==> config.mk <==
export PLATFORM = sky130hd
export DESIGN_NAME = eeprom_sr_ctrl
export DESIGN_NICKNAME = d
export VERILOG_FILES = /design/src/rtl/sr_pkg.sv /design/src/rtl/sr_sync.sv /design/src/rtl/sr_frame.sv /design/src/rtl/sr_status.sv /design/src/rtl/eeprom_sr_ctrl.sv
export SDC_FILE = /design/constraint.sdc
export NUM_CORES = 1
export LEC_CHECK = 0
export CAP_MARGIN = 20
export CORE_AREA = 4 4 79 81
export CTS_BUF_LIST = sky130_fd_sc_hd__clkbuf_16
export DETAILED_ROUTE_END_ITERATION = 8
export DIE_AREA = 0 0 83 85
export GPL_ROUTABILITY_DRIVEN = 0
export PLACE_DENSITY = 0.76
export SYNTH_ARGS = -nofsm -noshare
export SYNTH_HDL_FRONTEND = slang
export SYNTH_SLANG_ARGS = --single-unit
==> constraint.sdc <==
create_clock -name clk -period 2.6 [get_ports clk]
set_input_delay 0.52 -clock clk [delete_from_list [all_inputs] [get_ports clk]]
set_output_delay 0.52 -clock clk [all_outputs]
set_load 0.05 [all_outputs]
==> src/rtl/sr_pkg.sv <==
package sr_pkg;

  localparam logic [7:0] OP_SET_WEL  = 8'h06;
  localparam logic [7:0] OP_RD_STAT  = 8'h05;
  localparam logic [7:0] OP_WR_STAT  = 8'h01;

  localparam int OP_BITS      = 8;
  localparam int WR_FRAME_BITS = 16;
  localparam int BIT_CNT_W    = $clog2(WR_FRAME_BITS + 2);
  localparam int STATUS_W     = 8;

  typedef struct packed {
    logic [1:0] prot;
    logic       wel;
    logic       busy;
  } sr_state_t;

  function automatic logic [STATUS_W-1:0] pack_status(input sr_state_t s);
    pack_status = {4'b0000, s.prot, s.wel, s.busy};
  endfunction

endpackage

==> src/rtl/sr_sync.sv <==
module sr_sync #(
  parameter int                 WIDTH   = 4,
  parameter int                 STAGES  = 2,
  parameter logic [WIDTH-1:0]   RST_VAL = '0
) (
  input  logic             clk,
  input  logic             rst_n,
  input  logic [WIDTH-1:0] d,
  output logic [WIDTH-1:0] q
);

  for (genvar s = 0; s < STAGES; s++) begin : g_stage
    logic [WIDTH-1:0] r_q;
    logic [WIDTH-1:0] r_d;
    if (s == 0) begin : g_first
      assign r_d = d;
    end else begin : g_chain
      assign r_d = g_stage[s-1].r_q;
    end
    always_ff @(posedge clk or negedge rst_n) begin
      if (!rst_n) r_q <= RST_VAL;
      else        r_q <= r_d;
    end
  end

  assign q = g_stage[STAGES-1].r_q;

endmodule

==> src/rtl/sr_frame.sv <==
module sr_frame
  import sr_pkg::*;
#(
  parameter int CNT_W = BIT_CNT_W
) (
  input  logic                clk,
  input  logic                rst_n,
  input  logic                cs_n_s,
  input  logic                sck_s,
  input  logic                mosi_s,
  input  logic                wp_n_s,
  input  logic [STATUS_W-1:0] status_byte,
  output logic                frame_end,
  output logic [CNT_W-1:0]    frame_bits,
  output logic [15:0]         frame_word,
  output logic                frame_wp_ok,
  output logic                miso_bit
);

  localparam logic [CNT_W-1:0] CNT_MAX = '1;

  logic                sck_prev_q, sck_prev_d;
  logic                cs_prev_q,  cs_prev_d;
  logic [CNT_W-1:0]    bits_q,     bits_d;
  logic [15:0]         word_q,     word_d;
  logic                wp_low_q,   wp_low_d;
  logic [7:0]          op_q,       op_d;
  logic                op_vld_q,   op_vld_d;
  logic [2:0]          phase_q,    phase_d;
  logic [STATUS_W-1:0] out_q,      out_d;

  logic sck_rise, sck_fall, selected;

  assign selected = ~cs_n_s;
  assign sck_rise = selected &  sck_s & ~sck_prev_q;
  assign sck_fall = selected & ~sck_s &  sck_prev_q;

  always_comb begin
    sck_prev_d = sck_s;
    cs_prev_d  = cs_n_s;
    bits_d     = bits_q;
    word_d     = word_q;
    wp_low_d   = wp_low_q;
    op_d       = op_q;
    op_vld_d   = op_vld_q;
    phase_d    = phase_q;
    out_d      = out_q;
    if (!selected) begin
      bits_d   = '0;
      wp_low_d = 1'b0;
      op_vld_d = 1'b0;
      phase_d  = '0;
      out_d    = '0;
    end else begin
      wp_low_d = wp_low_q | ~wp_n_s;
      if (sck_rise) begin
        word_d  = {word_q[14:0], mosi_s};
        phase_d = phase_q + 3'd1;
        if (bits_q != CNT_MAX) bits_d = bits_q + 1'b1;
        if (!op_vld_q && phase_q == 3'd7) begin
          op_d     = {word_q[6:0], mosi_s};
          op_vld_d = 1'b1;
        end
      end
      if (sck_fall && op_vld_q && op_q == OP_RD_STAT) begin
        if (phase_q == 3'd0) out_d = status_byte;
        else                 out_d = {out_q[STATUS_W-2:0], 1'b0};
      end
    end
  end

  always_ff @(posedge clk or negedge rst_n) begin
    if (!rst_n) begin
      sck_prev_q <= 1'b0;
      cs_prev_q  <= 1'b1;
      bits_q     <= '0;
      word_q     <= '0;
      wp_low_q   <= 1'b0;
      op_q       <= '0;
      op_vld_q   <= 1'b0;
      phase_q    <= '0;
      out_q      <= '0;
    end else begin
      sck_prev_q <= sck_prev_d;
      cs_prev_q  <= cs_prev_d;
      bits_q     <= bits_d;
      word_q     <= word_d;
      wp_low_q   <= wp_low_d;
      op_q       <= op_d;
      op_vld_q   <= op_vld_d;
      phase_q    <= phase_d;
      out_q      <= out_d;
    end
  end

  assign frame_end   = cs_n_s & ~cs_prev_q;
  assign frame_bits  = bits_q;
  assign frame_word  = word_q;
  assign frame_wp_ok = ~wp_low_q;
  assign miso_bit    = out_q[STATUS_W-1];

  // the bit count never goes down inside one selected period
  assert_bits_monotonic_R6: assert property (@(posedge clk) disable iff (!rst_n)
    (!cs_n_s && !cs_prev_q) |-> (bits_q >= $past(bits_q)));

  // once the opcode is latched it holds for the rest of the frame
  assert_opcode_held_R3: assert property (@(posedge clk) disable iff (!rst_n)
    (op_vld_q && $past(op_vld_q)) |-> $stable(op_q));

endmodule

==> src/rtl/sr_status.sv <==
module sr_status
  import sr_pkg::*;
#(
  parameter int WRITE_CYCLES = 50000,
  parameter int CNT_W        = BIT_CNT_W
) (
  input  logic             clk,
  input  logic             rst_n,
  input  logic             frame_end,
  input  logic [CNT_W-1:0] frame_bits,
  input  logic [15:0]      frame_word,
  input  logic             frame_wp_ok,
  output sr_state_t        state
);

  localparam int            TMR_W = (WRITE_CYCLES > 2) ? $clog2(WRITE_CYCLES) : 1;
  localparam logic [TMR_W-1:0] TMR_LOAD = TMR_W'(WRITE_CYCLES - 1);

  logic             busy_q, busy_d;
  logic             wel_q,  wel_d;
  logic [1:0]       prot_q, prot_d;
  logic [1:0]       pend_q, pend_d;
  logic [TMR_W-1:0] tmr_q,  tmr_d;

  logic take_wel, take_write, tmr_done;

  assign take_wel   = frame_end && !busy_q &&
                      frame_bits == CNT_W'(OP_BITS) &&
                      frame_word[7:0] == OP_SET_WEL;
  assign take_write = frame_end && !busy_q && wel_q && frame_wp_ok &&
                      frame_bits == CNT_W'(WR_FRAME_BITS) &&
                      frame_word[15:8] == OP_WR_STAT;
  assign tmr_done   = busy_q && tmr_q == '0;

  always_comb begin
    busy_d = busy_q;
    wel_d  = wel_q;
    prot_d = prot_q;
    pend_d = pend_q;
    tmr_d  = tmr_q;
    if (busy_q) begin
      if (tmr_done) begin
        busy_d = 1'b0;
        wel_d  = 1'b0;
        prot_d = pend_q;
      end else begin
        tmr_d = tmr_q - 1'b1;
      end
    end else begin
      if (take_wel) wel_d = 1'b1;
      if (take_write) begin
        busy_d = 1'b1;
        tmr_d  = TMR_LOAD;
        pend_d = frame_word[3:2];
      end
    end
  end

  always_ff @(posedge clk or negedge rst_n) begin
    if (!rst_n) begin
      busy_q <= 1'b0;
      wel_q  <= 1'b0;
      prot_q <= '0;
      pend_q <= '0;
      tmr_q  <= '0;
    end else begin
      busy_q <= busy_d;
      wel_q  <= wel_d;
      prot_q <= prot_d;
      pend_q <= pend_d;
      tmr_q  <= tmr_d;
    end
  end

  assign state = '{prot: prot_q, wel: wel_q, busy: busy_q};

  assert_start_needs_wel_R6: assert property (@(posedge clk) disable iff (!rst_n)
    $rose(busy_q) |-> $past(wel_q));

  assert_wel_only_idle_R5: assert property (@(posedge clk) disable iff (!rst_n)
    $rose(wel_q) |-> !$past(busy_q));

  assert_prot_only_at_end_R9: assert property (@(posedge clk) disable iff (!rst_n)
    !$fell(busy_q) |-> $stable(prot_q));

  assert_wel_cleared_R9: assert property (@(posedge clk) disable iff (!rst_n)
    $fell(busy_q) |-> !wel_q);

  assert_busy_holds_R8: assert property (@(posedge clk) disable iff (!rst_n)
    (busy_q && tmr_q != '0) |=> busy_q);

endmodule

==> src/rtl/eeprom_sr_ctrl.sv <==
module eeprom_sr_ctrl
  import sr_pkg::*;
#(
  parameter int WRITE_CYCLES = 50000,
  parameter int SYNC_STAGES  = 2
) (
  input  logic clk,
  input  logic rst_n,
  input  logic spi_cs_n,
  input  logic spi_sck,
  input  logic spi_mosi,
  input  logic wp_n,
  output logic spi_miso,
  output logic spi_miso_oe
);

  localparam int              PIN_W       = 4;
  localparam logic [PIN_W-1:0] PIN_IDLE   = 4'b1001;

  logic [1:0] rst_pipe_q;
  logic       rst_int_n;

  always_ff @(posedge clk or negedge rst_n) begin
    if (!rst_n) rst_pipe_q <= 2'b00;
    else        rst_pipe_q <= {rst_pipe_q[0], 1'b1};
  end
  assign rst_int_n = rst_pipe_q[1];

  logic [PIN_W-1:0] pins_raw, pins_s;
  logic cs_n_s, sck_s, mosi_s, wp_n_s;

  assign pins_raw = {spi_cs_n, spi_sck, spi_mosi, wp_n};

  sr_sync #(
    .WIDTH   (PIN_W),
    .STAGES  (SYNC_STAGES),
    .RST_VAL (PIN_IDLE)
  ) u_sync (
    .clk   (clk),
    .rst_n (rst_n),
    .d     (pins_raw),
    .q     (pins_s)
  );

  assign {cs_n_s, sck_s, mosi_s, wp_n_s} = pins_s;

  sr_state_t           state;
  logic [STATUS_W-1:0] status_byte;
  logic                frame_end, frame_wp_ok, miso_bit;
  logic [BIT_CNT_W-1:0] frame_bits;
  logic [15:0]         frame_word;

  assign status_byte = pack_status(state);

  sr_frame #(.CNT_W(BIT_CNT_W)) u_frame (
    .clk         (clk),
    .rst_n       (rst_int_n),
    .cs_n_s      (cs_n_s),
    .sck_s       (sck_s),
    .mosi_s      (mosi_s),
    .wp_n_s      (wp_n_s),
    .status_byte (status_byte),
    .frame_end   (frame_end),
    .frame_bits  (frame_bits),
    .frame_word  (frame_word),
    .frame_wp_ok (frame_wp_ok),
    .miso_bit    (miso_bit)
  );

  sr_status #(
    .WRITE_CYCLES (WRITE_CYCLES),
    .CNT_W        (BIT_CNT_W)
  ) u_status (
    .clk         (clk),
    .rst_n       (rst_int_n),
    .frame_end   (frame_end),
    .frame_bits  (frame_bits),
    .frame_word  (frame_word),
    .frame_wp_ok (frame_wp_ok),
    .state       (state)
  );

  assign spi_miso_oe = ~cs_n_s;
  assign spi_miso    = cs_n_s ? 1'b0 : miso_bit;

  // a write can only start at the end of a frame that had write-protect high
  assert_write_start_clean_R7: assert property (@(posedge clk) disable iff (!rst_int_n)
    $rose(state.busy) |-> ($past(frame_end) && $past(frame_wp_ok)));

endmodule

==> metrics.txt, run 1 <==
Critical Path Source=u_sync.q[3]; CP Capture Type=output pin; Die Width=83 um; outcome=finished, final reports clean; Nets=300; max incr delay on CP=0.71 ns; Post-synth ARST share=1.000; Yosys warning count=0; Req. time, crit path=2.08 ns; prevailing post-synth register cell=dfrtp_1; Die Ht=85 um; Distinct cells, synth=46; Post-Syn Nets=286; grt ovf=0; global-route wire length before repair=10,070 um; vias per inst=5.580; number of max-slew violations in the final report=0; Period minus WS final=2.406 ns; Slew @ Worst Pin=0.6718 ns; setup bufs post-CTS=0; Core Region=0.005473 mm^2; leakage power=1.659 nW; area share of the largest cell type after synthesis=0.5474; clock tree buffer depth=2; clk slew on worst S/H paths=0.06 ns; I/O pin total=8; final WL=5620 um; Gate Count Post-Synth=273; Comb power frac=0.052; root buffer cell=clkbuf_16; CP arrival=1.89 ns; Worst-Skew Late Latency=0.33 ns; R2R Path Start=u_status.tmr_q[0]; # H-tree levels=3; clk sink count=76; IR Drop Worst-Case VDD=0.5434 mV; synthesized area=0.003246 mm^2; internal power=2.188 mW; RSZ-0062 raised after global routing=no; post-cts gate resize count=0; Post-synth EDFFs=0; MaxCap Viol Count=0; Antenna Cells=0; gr usage total=0.1814; area leader, netlist=dfrtp_1; Routed Antenna Nets=0; fin util=0.6804; reg2reg path depth=7; fill cell count=396; largest net degree at the start of global routing=38; Starting Density=0.5930; switching power=0.6296 mW; fmax=415.6 MHz; Slew headroom=0.5522; register area share after synthesis=0.5879; FF+latch count, synth=76; power density over the cells=756.6 mW/mm^2; WL/cell=15.44 um; Clock power frac=0.471; CTS tree=done; R2R Path End=u_status.tmr_q[0]; ranking of synthesized cells by area=dfrtp_1 (55%), mux2_2 (9.4%), dfstp_2 (4.0%); HPWL after detailed placement=3936 um; DRC violations left=0; Port Buffer Count=7; Num CTS Buffers=9; via count=2,031; Hold-fix buffers, CTS=0; Final Skew=0.007151 ns; layout cells sized above 1=0.2089; worst min path class=flip-flop to async pin; syn avg cell area=11.89 um^2; TritonRoute pass-1 iters=4; final hold viol count=0; final setup fails=0; CP cell instances=buf_4 > nor2b_1 > clkdlybuf4s50_1; initial DRC count=83; area growth from synthesis to layout=14.73%; switching part of the total=0.2235; final setup TNS=0 ns; number of global-route vias before repair=2,061; critical path type=flip-flop to output pin; crit share post-route=0.9255; Worst R2R Setup Slack=0.53 ns; initial antenna violation count=0; worst-path fanout max=22; Startpoint Class=flip-flop; sequential power share=0.476; CP max stage cell=clkdlybuf4s50_1; Die ar.=0.007055 mm^2; row cnt=27
==> registers in the layout (all words and copies together) (netlist names) <==
register,flops
u_frame.sck_prev_q,1
rst_pipe_q,2
u_status.prot_q,2
u_status.tmr_q,16
u_sync.g_stage.r_q,4
u_frame.frame_bits,5
u_frame.out_q,8
u_sync.q,4
u_status.wel_q,1
u_frame.op_q,8
u_status.pend_q,2
u_frame.frame_word,16
u_frame.cs_prev_q,1
u_frame.wp_low_q,1
u_frame.op_vld_q,1
u_frame.phase_q,3
u_status.busy_q,1
==> routing by layer <==
layer / GRT usage / up-vias / routed length [um] / part of all wire
met5: 0 / - / 0 / 0
met4: 0.08470 / 0 / 86 / 0.015
met3: 0.03981 / 9 / 152 / 0.027
met2: 0.2792 / 35 / 2741 / 0.49
met1: 0.2473 / 1003 / 2640 / 0.47
li1: - / 984 / - / -
==> power by group through the flow <==
stage          sequential [mW]  combinational (mW)  clock [mW]
5_1_grt                   1.36               0.165        1.42
4_1_cts                   1.34               0.150        1.35
3_5_place_dp              1.36               0.149           0
6_report                  1.34               0.147        1.33
2_1_floorplan             1.34               0.104           0
3_3_place_gp              1.36               0.144           0
==> layout make-up <==
class / count / area, um^2 / area share
clock inverters: 7 / 97.59 / 0.02621
well taps: 72 / 90.09 / 0.02419
clock buffers: 9 / 225.2 / 0.06048
inverters: 11 / 41.29 / 0.01109
flip-flops and latches: 76 / 1909 / 0.5128
repair buffers: 11 / 112.6 / 0.03024
multi-input cells: 178 / 1247 / 0.3350
==> synth_stat cells (2+ instances only) <==
cell type,n
xor2_1,6
dfrtp_1,71
and3_1,3
nor3_1,4
o21ai_0,8
buf_2,3
nand2_1,28
a21oi_1,10
xnor2_1,4
nor4b_1,4
and2_1,2
mux2_4,2
nand2b_1,2
nand3_1,16
nand4_1,6
nor2_1,18
dfstp_2,5
clkbuf_1,3
nor2b_1,4
inv_1,11
a311oi_1,3
buf_6,2
or3_1,2
ha_1,7
mux2_2,27
mux2i_1,2
==> kinds of logic after synthesis <==
family                   count (synthesis)  share of synthesized area
multiplexers                            31                     0.1091
buffers and inverters                   19                    0.02775
other                                    1                   0.001155
adder cells (fa/ha/maj)                  7                    0.02698
flip-flops                              76                     0.5879
AO/OA/AOI/OAI                           29                    0.05629
XOR/XNOR                                10                    0.02698
AND/OR/NAND/NOR                        100                     0.1638
==> cell usage in the layout (no fill, tap or decap), drive strengths merged, types with 2 or more instances in the layout <==
cell           instances
nand3b                 2
nand2                 28
mux2                  29
nor4b                  4
clkbuf                 9
dfstp                  5
xnor2                  4
a21oi                 10
clkdlybuf4s50          7
bufinv                 2
nor3                   5
nand4                  6
or3                    2
nand3                 16
and2                   2
mux2i                  2
nand2b                 2
inv                   14
o211ai                 2
ha                     7
xor2                   6
a311oi                 3
nor2b                  4
o21ai                  9
dfrtp                 71
and3                   3
buf                    4
nor2                  20
==> worst max-delay path by stage <==
stage                             to  slack, ns  cells after the start
2_1_floorplan  u_frame.frame_bits[0]       0.57                      0
3_3_place_gp                spi_miso       0.57                      3
3_5_place_dp                spi_miso       0.54                      3
4_1_cts                     spi_miso       0.18                      3
5_1_grt                  spi_miso_oe       0.11                      3
6_report                    spi_miso       0.19                      3
==> critical path: cells and delay by family, from the launching register on <==
kind | cells | cell delay [ns]
buffers and inverters | 2 | 0.96
flip-flops | 1 | 0.52
AND/OR/NAND/NOR | 1 | 0.08
==> metrics by stage <==
| stage | hold WS (ns) | worst slack (ns) | std cells | cell area [um^2] | power, mW |
|---|---|---|---|---|---|
| after floorplan | 0.2244 | 0.5680 | 273 | 3246 | 1.443 |
| after global placement | 0.3221 | 0.5710 | 348 | 3401 | 1.502 |
| after detailed placement | 0.3250 | 0.5373 | 348 | 3401 | 1.513 |
| after CTS | 0.3339 | 0.1796 | 364 | 3724 | 2.845 |
| after global routing | 0.3604 | 0.1128 | 364 | 3724 | 2.943 |
| final | 0.3081 | 0.1937 | 364 | 3724 | 2.817 |
(Power assumes the default switching activity.)
==> inputs of run 2 (changes only) <==
Settings changed: CORE_AREA 4 4 79 81 to 2 2 77 79, DIE_AREA 0 0 83 85 to 0 0 79 81.
==> run 2 against run 1 <==
Against the previous run:
- die area fell by 9.3%
- clock skew up 0.0036 ns
- largest cell class unchanged
- power down 4.7%
- register-to-register slack lost 0.17 ns
- largest power group unchanged
- clock-buffer cell count stayed put
- clock power is 9.8% lower
- flip-flop and latch count stayed put
- combinational power about the same
- highest routed layer unchanged
- maximum frequency rose by 4.3%
- hold slack improved by 0.030 ns
- critical path depth fell by 1
- wire length grew 1.1%
==> metrics.txt, run 2 (synthesis gave the netlist of run 1 again) <==
Routed Antenna Nets=0; final setup fails=0; sequential cell area=0.001909 mm^2; DRC violations left=0; area occupied by multi-input gates=0.001247 mm^2; leakage power=1.646 nW; Startpoint Class=flip-flop; worst min path class=flip-flop to async pin; Req. time, crit path=2.08 ns; Worst-Skew Late Latency=0.33 ns; TritonRoute pass-1 iters=4; via count=2,036; final WL=5684 um; final hold viol count=0; outcome=finished, final reports clean; Die Width=79 um; clk slew on worst S/H paths=0.06 ns; power density over the cells=726.5 mW/mm^2; Final Skew=0.01073 ns; initial antenna violation count=0; initial DRC count=119; Num CTS Buffers=9; row cnt=28; I/O pin total=8; vias per inst=5.548; fmax=433.5 MHz; CTS tree=done; Die Ht=81 um; Die ar.=0.006399 mm^2; CP arrival=1.79 ns; worst-path fanout max=13; Period minus WS final=2.307 ns; CP cell instances=nor2b_1 > clkdlybuf4s50_1; Slew @ Worst Pin=0.7360 ns; HPWL after detailed placement=3846 um; Hold-fix buffers, CTS=0; most common cell after layout, fill and taps aside=dfrtp_1; # H-tree levels=3; CP Capture Type=output pin; global-route wire length before repair=9770 um; overall power=2.684 mW; Slew headroom=0.5093; final setup TNS=0 ns; clock tree buffer depth=2; CP max stage cell=clkdlybuf4s50_1; commonest cells after routing, fill and taps aside=dfrtp_1 (70), nand2_1 (28), mux2_2 (27), nor2_1 (18), nand3_1 (16); Core Region=0.005675 mm^2; critical path type=flip-flop to output pin; grt ovf=0; WL/cell=15.49 um; Antenna Cells=0; gr usage total=0.2034; post-cts gate resize count=0; fill cell count=446; clk sink count=76; layout cells sized above 1=0.2123; setup bufs post-CTS=0; root buffer cell=clkbuf_16; Starting Density=0.5719; area growth from synthesis to layout=13.84%; number of max-slew violations in the final report=0; Nets=300; max incr delay on CP=0.70 ns; largest net degree at the start of global routing=35; RSZ-0062 raised after global routing=no; MaxCap Viol Count=0; crit share post-route=0.8873; worst hold slack=0.3377 ns; Port Buffer Count=7; number of global-route vias before repair=2,029; IR Drop Worst-Case VDD=0.5216 mV
==> run 2: cell types whose count changed in the layout (fill, tap and decap cells not counted), sizes merged <==
cell,previous run,this run
inv,14,16
bufinv,2,0
==> run 2: worst paths after layout <==
kind / startpoint / endpoint / slack (ns) / cells past startpoint
min: rst_pipe_q[1] / u_frame.op_q[0] / 0.34 / 0
min reg2reg: rst_pipe_q[1] / u_frame.op_q[0] / 0.34 / 0
max in group asynchronous: rst_pipe_q[1] / u_frame.cs_prev_q / 1.56 / 1
max reg2reg: u_sync.q[3] / u_status.pend_q[1] / 0.36 / 4
max: u_sync.q[3] / spi_miso / 0.29 / 2
min in group clk: u_sync.g_stage[0].r_q[1] / u_sync.q[1] / 0.35 / 0
==> run 2: power by group <==
group	switching [mW]	total (mW)	leakage [nW]	internal, mW
Clock	0.525	1.20	0.141	0.671
Combinational	0.0654	0.146	0.559	0.0811
Sequential	0.0830	1.34	0.946	1.26
Total	0.673	2.68	1.65	2.01
==> run 2: through the flow <==
| stage | area, um^2 | util | std cells | setup slack, ns |
|---|---|---|---|---|
| after CTS | 3695 | 0.6510 | 367 | 0.2803 |
| after global routing | 3695 | 0.6510 | 367 | 0.2222 |
| after floorplan | 3246 | - | 273 | 0.5680 |
| after global placement | 3405 | 0.5999 | 351 | 0.4555 |
| final | 3695 | 0.6510 | 367 | 0.2931 |
| after detailed placement | 3405 | 0.5999 | 351 | 0.3893 |
==> run 2: area by class of cell <==
| cell class | count | share of cell area |
|---|---|---|
| clock buffers | 9 | 0.06096 |
| multi-input cells | 178 | 0.3376 |
| clock inverters | 7 | 0.01761 |
| repair buffers | 11 | 0.03048 |
| flip-flops and latches | 76 | 0.5168 |
| inverters | 11 | 0.01118 |
| well taps | 75 | 0.02540 |
==> run 2: layer usage <==
metal | track usage | part of all wire | wire length, um | vias up
met5 | 0 | 0 | 0 | -
met4 | 0.08621 | 0.012 | 70 | 0
met3 | 0.05667 | 0.030 | 169 | 7
met2 | 0.3195 | 0.49 | 2789 | 25
met1 | 0.2689 | 0.47 | 2655 | 1012
li1 | - | - | - | 992
==> run 2: worst max-delay path: cells and delay by family (launching register included) <==
family	cells	cell delay, ns
buffers and inverters	1	0.70
AND/OR/NAND/NOR	1	0.08
flip-flops	1	0.67
==> inputs of run 3 (changes only) <==
Settings changed: CORE_AREA 2 2 77 79 to 2 2 74 83, DIE_AREA 0 0 79 81 to 0 0 76 85, PLACE_DENSITY 0.76 to 0.75.
==> run 3 against run 2 <==
Against the previous run:
- sequential share of layout area down 0.76 points
- largest power group is now the clock network
- non-clock buffer count up 2
- via count up 0.34%
- core utilization up 1.6 points
==> metrics.txt, run 3 (synthesis gave the netlist of run 1 again) <==
via count=2,043; Port Buffer Count=7; Slew @ Worst Pin=0.6638 ns; area occupied by multi-input gates=0.001247 mm^2; Period minus WS final=2.313 ns; sequential cell area=0.001909 mm^2; largest net degree at the start of global routing=32; CTS tree=done; CP Capture Type=output pin; WL/cell=14.50 um; final WL=5379 um; critical path type=flip-flop to output pin; DRC violations left=0; clk slew on worst S/H paths=0.06 ns; fill cell count=432; final hold viol count=0; power density over the cells=769.7 mW/mm^2; vias per inst=5.507; Placed Cells=355; CP max stage cell=clkdlybuf4s50_1; overall power=2.886 mW; gr usage total=0.1947; Starting Density=0.5771; Die Width=76 um; # H-tree levels=3; global-route wire length before repair=9853 um; worst min path class=flip-flop to async pin; Layout Cells excl Fill=371; setup bufs post-CTS=0; final setup fails=0; IR Drop Worst-Case VDD=0.6069 mV; Die Ht=85 um; area growth from synthesis to layout=15.54%; Slew headroom=0.5575; fmax=432.2 MHz; MaxCap Viol Count=0; most common cell after layout, fill and taps aside=dfrtp_1; final setup TNS=0 ns; max incr delay on CP=0.69 ns; Num CTS Buffers=9; HPWL after detailed placement=3668 um; number of global-route vias before repair=2,181; final worst slack=0.2865 ns; Routed Antenna Nets=0; Antenna Cells=0; Core Region=0.005624 mm^2; row cnt=29; Placement Cell Area=0.003410 mm^2; Startpoint Class=flip-flop; initial antenna violation count=0; CP cell instances=buf_4 > inv_1 > clkdlybuf4s50_1; outcome=finished, final reports clean; crit share post-route=0.8898; initial DRC count=120; clk sink count=76; CP arrival=1.79 ns; I/O pin total=8; RSZ-0062 raised after global routing=no; Worst-Skew Late Latency=0.33 ns; post-cts gate resize count=0; worst-path fanout max=10; worst slack, placed=0.5348 ns; layout cells sized above 1=0.2143; Req. time, crit path=2.08 ns; Nets=302; Die ar.=0.006460 mm^2; clock tree buffer depth=2; Final Skew=0.008987 ns; root buffer cell=clkbuf_16; commonest cells after routing, fill and taps aside=dfrtp_1 (70), nand2_1 (28), mux2_2 (27), nor2_1 (18), nand3_1 (16); number of max-slew violations in the final report=0; post-route cell area=0.003750 mm^2; TritonRoute pass-1 iters=4; leakage power=1.677 nW; Hold-fix buffers, CTS=0; grt ovf=0
[run 3: area by class of cell]
cell class	count	share of cell area
Multi-Input combinational cell	178	0.3327
Tap cell	77	0.02569
Clock buffer	9	0.06006
Clock inverter	7	0.03070
Timing Repair Buffer	13	0.03070
Inverter	11	0.01101
Sequential cell	76	0.5092
[run 3: final timing paths]
path                                        startpoint                  to  slack (ns)  cells past startpoint
worst max-delay path                       u_sync.q[3]         spi_miso_oe        0.29                      3
worst min-delay path                     rst_pipe_q[1]     u_frame.op_q[0]        0.30                      0
worst max register to register  u_frame.frame_word[13]  u_status.pend_q[0]        0.54                      3
worst min register to register           rst_pipe_q[1]     u_frame.op_q[0]        0.30                      0
max in group asynchronous                rst_pipe_q[1]     u_status.busy_q        1.53                      1
min in group clk                         rst_pipe_q[0]       rst_pipe_q[1]        0.35                      0
[run 3: layer usage]
metal  vias to the layer above  global-route usage  wire, um
met4                         0              0.1140       122
met2                        29              0.3052      2547
met3                        13             0.03404       135
met5                         -                   0         0
li1                        987                   -         -
met1                      1014              0.2590      2574
[run 3: where the power goes]
| part | internal, mW | total [mW] | switching [mW] | leakage (nW) |
|---|---|---|---|---|
| Sequential | 1.26 | 1.34 | 0.0784 | 0.946 |
| Clock | 0.934 | 1.40 | 0.466 | 0.167 |
| Combinational | 0.0809 | 0.148 | 0.0667 | 0.564 |
| Total | 2.28 | 2.89 | 0.611 | 1.68 |
[run 3: stage by stage]
step | utilization | hold WS, ns
2_1_floorplan | - | 0.2244
3_3_place_gp | 0.6062 | 0.3086
3_5_place_dp | 0.6062 | 0.3180
4_1_cts | 0.6667 | 0.3254
5_1_grt | 0.6667 | 0.3625
6_report | 0.6667 | 0.3049
[run 3: critical path: cells and delay by family, from the launching register on]
| family | cells | cell delay [ns] |
|---|---|---|
| buf+inv | 3 | 0.91 |
| flops | 1 | 0.54 |
